## src/rtl/tmr_pkg.sv

```systemverilog
package tmr_pkg;
  // Access field of the control word (bits 5:4)
  typedef enum logic [1:0] {
    ACC_LATCH = 2'b00,
    ACC_LO    = 2'b01,
    ACC_HI    = 2'b10,
    ACC_LOHI  = 2'b11
  } acc_e;
endpackage

```

## src/rtl/tmr_edge_det.sv

```systemverilog
module tmr_edge_det #(
  parameter int SYNC_STAGES = 2
) (
  input  logic clk,
  input  logic rst,
  input  logic async_in,
  output logic rise
);
  logic [SYNC_STAGES-1:0] sync_q;
  logic                   prev_q;

  generate
    for (genvar i = 0; i < SYNC_STAGES; i++) begin : g_sync
      always_ff @(posedge clk) begin
        if (rst) sync_q[i] <= 1'b0;
        else if (i == 0) sync_q[i] <= async_in;
        else sync_q[i] <= sync_q[(i == 0) ? 0 : i-1];
      end
    end
  endgenerate

  always_ff @(posedge clk) begin
    if (rst) prev_q <= 1'b0;
    else     prev_q <= sync_q[SYNC_STAGES-1];
  end

  assign rise = sync_q[SYNC_STAGES-1] & ~prev_q;
endmodule

```

## src/rtl/tmr_count_core.sv

```systemverilog
module tmr_count_core #(
  parameter int CW = 16
) (
  input  logic          clk,
  input  logic          rst,
  input  logic          prog,
  input  logic          pause,
  input  logic          load_en,
  input  logic [CW-1:0] load_val,
  input  logic          tick,
  output logic [CW-1:0] count,
  output logic          term_out
);
  logic run_q;

  always_ff @(posedge clk) begin
    if (rst) begin
      count    <= '0;
      run_q    <= 1'b0;
      term_out <= 1'b0;
    end else if (load_en) begin
      count    <= load_val;
      run_q    <= 1'b1;
      term_out <= 1'b0;
    end else if (prog) begin
      run_q    <= 1'b0;
      term_out <= 1'b0;
    end else if (pause) begin
      run_q    <= 1'b0;
    end else if (run_q && tick) begin
      count <= count - 1'b1;
      if (count == CW'(1)) term_out <= 1'b1;
    end
  end
endmodule

```

## src/rtl/tmr_readback.sv

```systemverilog
module tmr_readback #(
  parameter int BW = 8,
  localparam int CW = 2 * BW
) (
  input  logic          clk,
  input  logic          rst,
  input  logic [CW-1:0] count,
  input  logic          latch_req,
  input  logic          clr,
  input  logic          rd_en,
  output logic [BW-1:0] rdata,
  output logic [CW-1:0] held,
  output logic          latched
);
  logic          rd_hi_q;
  logic [CW-1:0] src;

  assign src = latched ? held : count;

  always_ff @(posedge clk) begin
    if (rst) begin
      rdata   <= '0;
      held    <= '0;
      latched <= 1'b0;
      rd_hi_q <= 1'b0;
    end else if (clr) begin
      latched <= 1'b0;
      rd_hi_q <= 1'b0;
    end else if (latch_req) begin
      if (!latched) begin
        held    <= count;
        latched <= 1'b1;
        rd_hi_q <= 1'b0;
      end
    end else if (rd_en) begin
      rdata   <= rd_hi_q ? src[CW-1:BW] : src[BW-1:0];
      rd_hi_q <= ~rd_hi_q;
      if (rd_hi_q) latched <= 1'b0;
    end
  end
endmodule

```

## src/rtl/tmr_channel.sv

```systemverilog
module tmr_channel #(
  parameter int BYTE_W      = 8,
  parameter int SEL_W       = 2,
  parameter int CHAN_ID     = 0,
  parameter int SYNC_STAGES = 2
) (
  input  logic              clk,
  input  logic              rst,
  input  logic              bus_addr,
  input  logic              bus_wr,
  input  logic              bus_rd,
  input  logic [BYTE_W-1:0] bus_wdata,
  output logic [BYTE_W-1:0] bus_rdata,
  input  logic              cnt_clk,
  output logic              tmr_out
);
  import tmr_pkg::*;

  localparam int CW     = 2 * BYTE_W;
  localparam int SEL_LO = BYTE_W - SEL_W;
  localparam int ACC_LO_BIT = SEL_LO - 2;
  localparam logic [SEL_W-1:0] CHAN_SEL = CHAN_ID[SEL_W-1:0];

  logic              tick_w;
  logic              ctrl_hit, latch_cmd, prog_cmd, data_wr;
  acc_e              acc_w, mode_q;
  logic              wr_hi_q;
  logic [BYTE_W-1:0] stage_q;
  logic              load_en, pause;
  logic [CW-1:0]     load_val, count_q, held_w;
  logic              latched_w;

  assign ctrl_hit  = bus_wr && bus_addr &&
                     (bus_wdata[BYTE_W-1:SEL_LO] == CHAN_SEL);
  assign acc_w     = acc_e'(bus_wdata[SEL_LO-1:ACC_LO_BIT]);
  assign latch_cmd = ctrl_hit && (acc_w == ACC_LATCH);
  assign prog_cmd  = ctrl_hit && (acc_w != ACC_LATCH);
  assign data_wr   = bus_wr && !bus_addr;

  always_ff @(posedge clk) begin
    if (rst) begin
      mode_q  <= ACC_LOHI;
      wr_hi_q <= 1'b0;
      stage_q <= '0;
    end else if (prog_cmd) begin
      mode_q  <= acc_w;
      wr_hi_q <= 1'b0;
    end else if (data_wr && mode_q == ACC_LOHI) begin
      wr_hi_q <= ~wr_hi_q;
      if (!wr_hi_q) stage_q <= bus_wdata;
    end
  end

  always_comb begin
    load_en  = 1'b0;
    pause    = 1'b0;
    load_val = '0;
    case (mode_q)
      ACC_LO: begin
        load_en  = data_wr;
        load_val = {{BYTE_W{1'b0}}, bus_wdata};
      end
      ACC_HI: begin
        load_en  = data_wr;
        load_val = {bus_wdata, {BYTE_W{1'b0}}};
      end
      default: begin
        pause    = data_wr && !wr_hi_q;
        load_en  = data_wr && wr_hi_q;
        load_val = {bus_wdata, stage_q};
      end
    endcase
  end

  tmr_edge_det #(.SYNC_STAGES(SYNC_STAGES)) u_edge (
    .clk(clk), .rst(rst), .async_in(cnt_clk), .rise(tick_w)
  );

  tmr_count_core #(.CW(CW)) u_core (
    .clk(clk), .rst(rst), .prog(prog_cmd), .pause(pause),
    .load_en(load_en), .load_val(load_val), .tick(tick_w),
    .count(count_q), .term_out(tmr_out)
  );

  tmr_readback #(.BW(BYTE_W)) u_rb (
    .clk(clk), .rst(rst), .count(count_q), .latch_req(latch_cmd),
    .clr(prog_cmd), .rd_en(bus_rd && !bus_addr), .rdata(bus_rdata),
    .held(held_w), .latched(latched_w)
  );
endmodule

```

## config.mk

```make
export PLATFORM = sky130hd
export DESIGN_NAME = tmr_channel
export DESIGN_NICKNAME = d
export VERILOG_FILES = /design/src/rtl/tmr_pkg.sv /design/src/rtl/tmr_edge_det.sv /design/src/rtl/tmr_count_core.sv /design/src/rtl/tmr_readback.sv /design/src/rtl/tmr_channel.sv
export SDC_FILE = /design/constraint.sdc
export NUM_CORES = 1
export LEC_CHECK = 0
export BUFFER_PORTS_ARGS = -buffer_cell sky130_fd_sc_hd__buf_4
export CAP_MARGIN = 15
export CORE_MARGIN = 2
export CORE_UTILIZATION = 50
export CTS_CLUSTER_DIAMETER = 50
export CTS_CLUSTER_SIZE = 28
export DETAILED_ROUTE_END_ITERATION = 10
export PLACE_DENSITY = 0.78
export SLEW_MARGIN = 5
export SYNTH_ARGS = -nofsm -noshare
export SYNTH_HDL_FRONTEND = slang
export SYNTH_SLANG_ARGS = --single-unit
```

## constraint.sdc

```tcl
create_clock -name clk -period 4.9 [get_ports clk]
set_input_delay 0.49 -clock clk [delete_from_list [all_inputs] [get_ports clk]]
set_output_delay 0.49 -clock clk [all_outputs]
set_load 0.005 [all_outputs]
```

==> run_results.csv <==
group,metric,value,unit
cells_and_area,diodes,0,
routing,routed_wl,7020,um
min_path,hp-class,"input pin to flop",
floorplanning,core,5570,um2
clocking,tritoncts,"done",
routing,drc,0,
synth,synth-edff-count,0,
clocking,cts_root_buf,"clkbuf_8",
min_path,hold_start,"cnt_clk",
routing,ant_nets,0,
cells_and_area,nFillCells,507,
power_and_ir_drop,p_sw_frac,0.274,
setup_path,crit_path_end,"u_core.count[14]",
cells_and_area,area_delta_synth_final,11.4,%
floorplanning,die_h,80.3,um
floorplanning,die_w,80.3,um
placed_design,hpwlAfterDp,4950,um
cells_and_area,multiInputGateArea,1620,um2
global_routing,overflow,0,
clocking,cts_sinks,58,
setup_path,worstSetupStartpointType,"flop",
sta,rsz0062_at_grt,"no",
sta,setup_tns,0,ps
cells_and_area,drive_above_1_share,0.140,
setup_path,slowest_delay,560,ps
synth,synthCells,341,
synth,ys_warn_count,0,
routing,wirelength_met1,3250,um
floorplanning,start_util,0.522,
power_and_ir_drop,p_total,1.04,mW
global_routing,antenna_found_initial,0,
clocking,clock_latency,330,ps
setup_path,reg2reg_to,"u_core.count[14]",
routing,vias_per_cell,6.07,
routing,highest_layer,"met4",
sta,fmax,0.400,GHz
power_and_ir_drop,p_sw,0.284,mW
setup_path,slowest_stage,"nor2_1",
clocking,post-cts-setup-buffers,0,
power_and_ir_drop,p_leak,1.31,nW
synth,synth_nets,360,
global_routing,grt_usage,0.242,
power_and_ir_drop,clkPwrFrac,0.371,
routing,wire_per_inst,16.4,um
synth,synth-main-ff-cell,"dfxtp_1",
clocking,cts_resized,0,
placed_design,io_buffers,22,
sta,final_max_slew_viol_count,0,
sta,whs,365,ps
sta,fin_skew,4.80,ps
cells_and_area,seqCellArea,1160,um2
synth,synthTopCellsByArea,"dfxtp_1 (40%), nand2_1 (8.4%), mux2i_1 (5.9%), mux4_2 (5.4%), a21oi_1 (4.5%)",
setup_path,r2r_cells,6,
routing,wl_met2,3170,um
synth,synth_cell_types,50,
power_and_ir_drop,ir_drop,227,uV
setup_path,r2r_slack,2400,ps
synth,ys_async_sr_fraction,0,
setup_path,path_cells,"inv_1 -> ha_1 -> nor2b_1 -> nor2_1 -> o21ai_1 -> o21ai_0",
status,outcome,"complete, no violations",
setup_path,crit_arrival,2750,ps
power_and_ir_drop,internal_power,0.753,mW
synth,synth_common_cells,"nand2_1 (65), dfxtp_1 (58), nor2_1 (32)",
clocking,cts-htree-levels,3,
power_and_ir_drop,power_frac_comb,0.144,
sta,final.min_clock_period,2500,ps
global_routing,grt_max_degree,48,
setup_path,startpoint,"mode_q[0]",
synth,synth_top_area_frac,0.399,
placed_design,place_congestion,0.953,
synth,ys_ff_latch,58,
cells_and_area,final_cell_count_no_fill,428,
sta,setup_viol,0,
setup_path,crit_type,"flop to flop",
floorplanning,die-area,6440,um2
sta,slew_headroom,0.294,
routing,dr_total_vias,2596,
floorplanning,row_count,27,
synth,yosysMostFrequentCell,"nand2_1",
setup_path,r2r_start,"mode_q[0]",
clocking,clkTransAtPathRegs,60,ps
routing,routed-wl-met3,391,um
power_and_ir_drop,pwr_density_cell,320,nW/um2
setup_path,endpoint_kind,"flop",
clocking,cts_buffer_depth,2,
routing,drt_pass1_iterations,5,
clocking,numCtsBuffers,9,
job,drv_cap,0,
placed_design,place_inst,413,
synth,synth.yosys.seq_area_share,0.399,
routing,drt_iter0_markers,223,
synth,synthesis.area,2910,um2
sta,min_period_over_period,0.510,
synth,avgSynthCellArea,8.53,um2
floorplanning,ios,23,
sta,hold_viol,0,
setup_path,crit_fanout,19,
global_routing,grt_pass1_vias,2482,
setup_path,worstPathRequired,5150,ps
sta,tightest_slew,1060,ps
clocking,cts.hold.buffers_added,0,
global_routing,grt_first_pass_wirelength,12000,um
power_and_ir_drop,power.share.sequential,0.485,
min_path,hold_depth,2,
synth,synth_area_leader_cell,"dfxtp_1",
cells_and_area,nNetsFinal,371,
cells_and_area,final_util,0.581,
-- flip-flops by register name, summed over array words and instances (netlist names) --
register         count
mode_q               2
u_core.run_q         1
u_core.term_out      1
u_edge.prev_q        1
u_core.count        16
u_rb.held           16
u_rb.rdata           8
stage_q              8
u_edge.sync_q        2
u_rb.latched         1
u_rb.rd_hi_q         1
wr_hi_q              1
-- critical path: cells and delay by family, from the launching register on --
| kind | cells | cell delay [ps] |
|---|---|---|
| and+or+nand+nor | 2 | 820 |
| DFF | 1 | 380 |
| adders and majority gates | 1 | 500 |
| buffers and inverters | 1 | 60 |
| AOI/OAI and AO/OA | 2 | 640 |
-- per-stage QoR --
stage,setup WS (ps),area [um2]
after floorplan,2930,2910
after CTS,2460,3240
final,2400,3240
after global routing,2160,3240
after detailed placement,2490,3070
after global placement,2530,3070
-- area by class of cell --
class | instances | area share
timing repair buffer | 22 | 0.0510
clock inverter | 3 | 0.00463
multi-input combinational | 251 | 0.499
tap | 72 | 0.0278
sequential | 58 | 0.358
inverter | 10 | 0.0116
clock buffer | 12 | 0.0479
-- worst min path at each step --
stage,endpoint,slack [ps]
2_1_floorplan,u_edge.sync_q[1],410
3_3_place_gp,u_edge.sync_q[1],420
4_1_cts,u_edge.sync_q[0],370
3_5_place_dp,u_edge.sync_q[1],430
5_1_grt,u_edge.sync_q[0],380
6_report,u_edge.sync_q[0],370
-- power by group through the flow --
stage	clock network [mW]	logic, mW	registers [mW]
2_1_floorplan	0	0.111	0.505
3_3_place_gp	0	0.146	0.513
3_5_place_dp	0	0.145	0.513
4_1_cts	0.390	0.146	0.503
5_1_grt	0.412	0.164	0.506
6_report	0.385	0.149	0.504
-- cell usage in the layout, fill, tap and decap left out, types with 2 or more instances in the layout --
cell | synthesis | routed
a22oi_1 | 2 | 2
nand3b_1 | 3 | 3
nor4_1 | 7 | 7
inv_1 | 10 | 10
mux2i_1 | 17 | 17
a311oi_1 | 2 | 2
mux4_2 | 7 | 7
and4_1 | 2 | 2
a32oi_1 | 5 | 5
dfxtp_1 | 58 | 58
o21ai_0 | 13 | 13
nor3b_1 | 3 | 3
o22ai_1 | 4 | 4
clkinv_2 | 0 | 3
nor2_1 | 32 | 32
ha_1 | 5 | 5
nand2_1 | 65 | 65
or4_4 | 3 | 3
or3_1 | 2 | 2
a21oi_1 | 26 | 26
nand3_1 | 6 | 6
nor2b_1 | 8 | 8
o31ai_1 | 2 | 2
clkbuf_8 | 0 | 11
o211ai_1 | 4 | 4
nand2b_1 | 4 | 4
o21ai_1 | 2 | 2
buf_4 | 0 | 22
o2111ai_1 | 5 | 5
a211oi_1 | 3 | 3
-- cells by family (layout without fill, tap and decap cells) --
kind of cell / Yosys count / count (layout) / synth area share
simple gates: 142 / 142 / 0.233
buf+inv: 32 / 47 / 0.0452
compound gates: 78 / 78 / 0.176
fa+ha+maj: 5 / 5 / 0.0215
flops: 58 / 58 / 0.399
xor+xnor: 1 / 1 / 0.00301
mux: 25 / 25 / 0.122
-- routing by layer --
layer,up-vias,GRT usage
met2,96,0.379
li1,1250,-
met4,0,0.115
met5,-,0
met3,23,0.0494
met1,1227,0.319
Note: power is estimated with default switching activity, not from simulation.
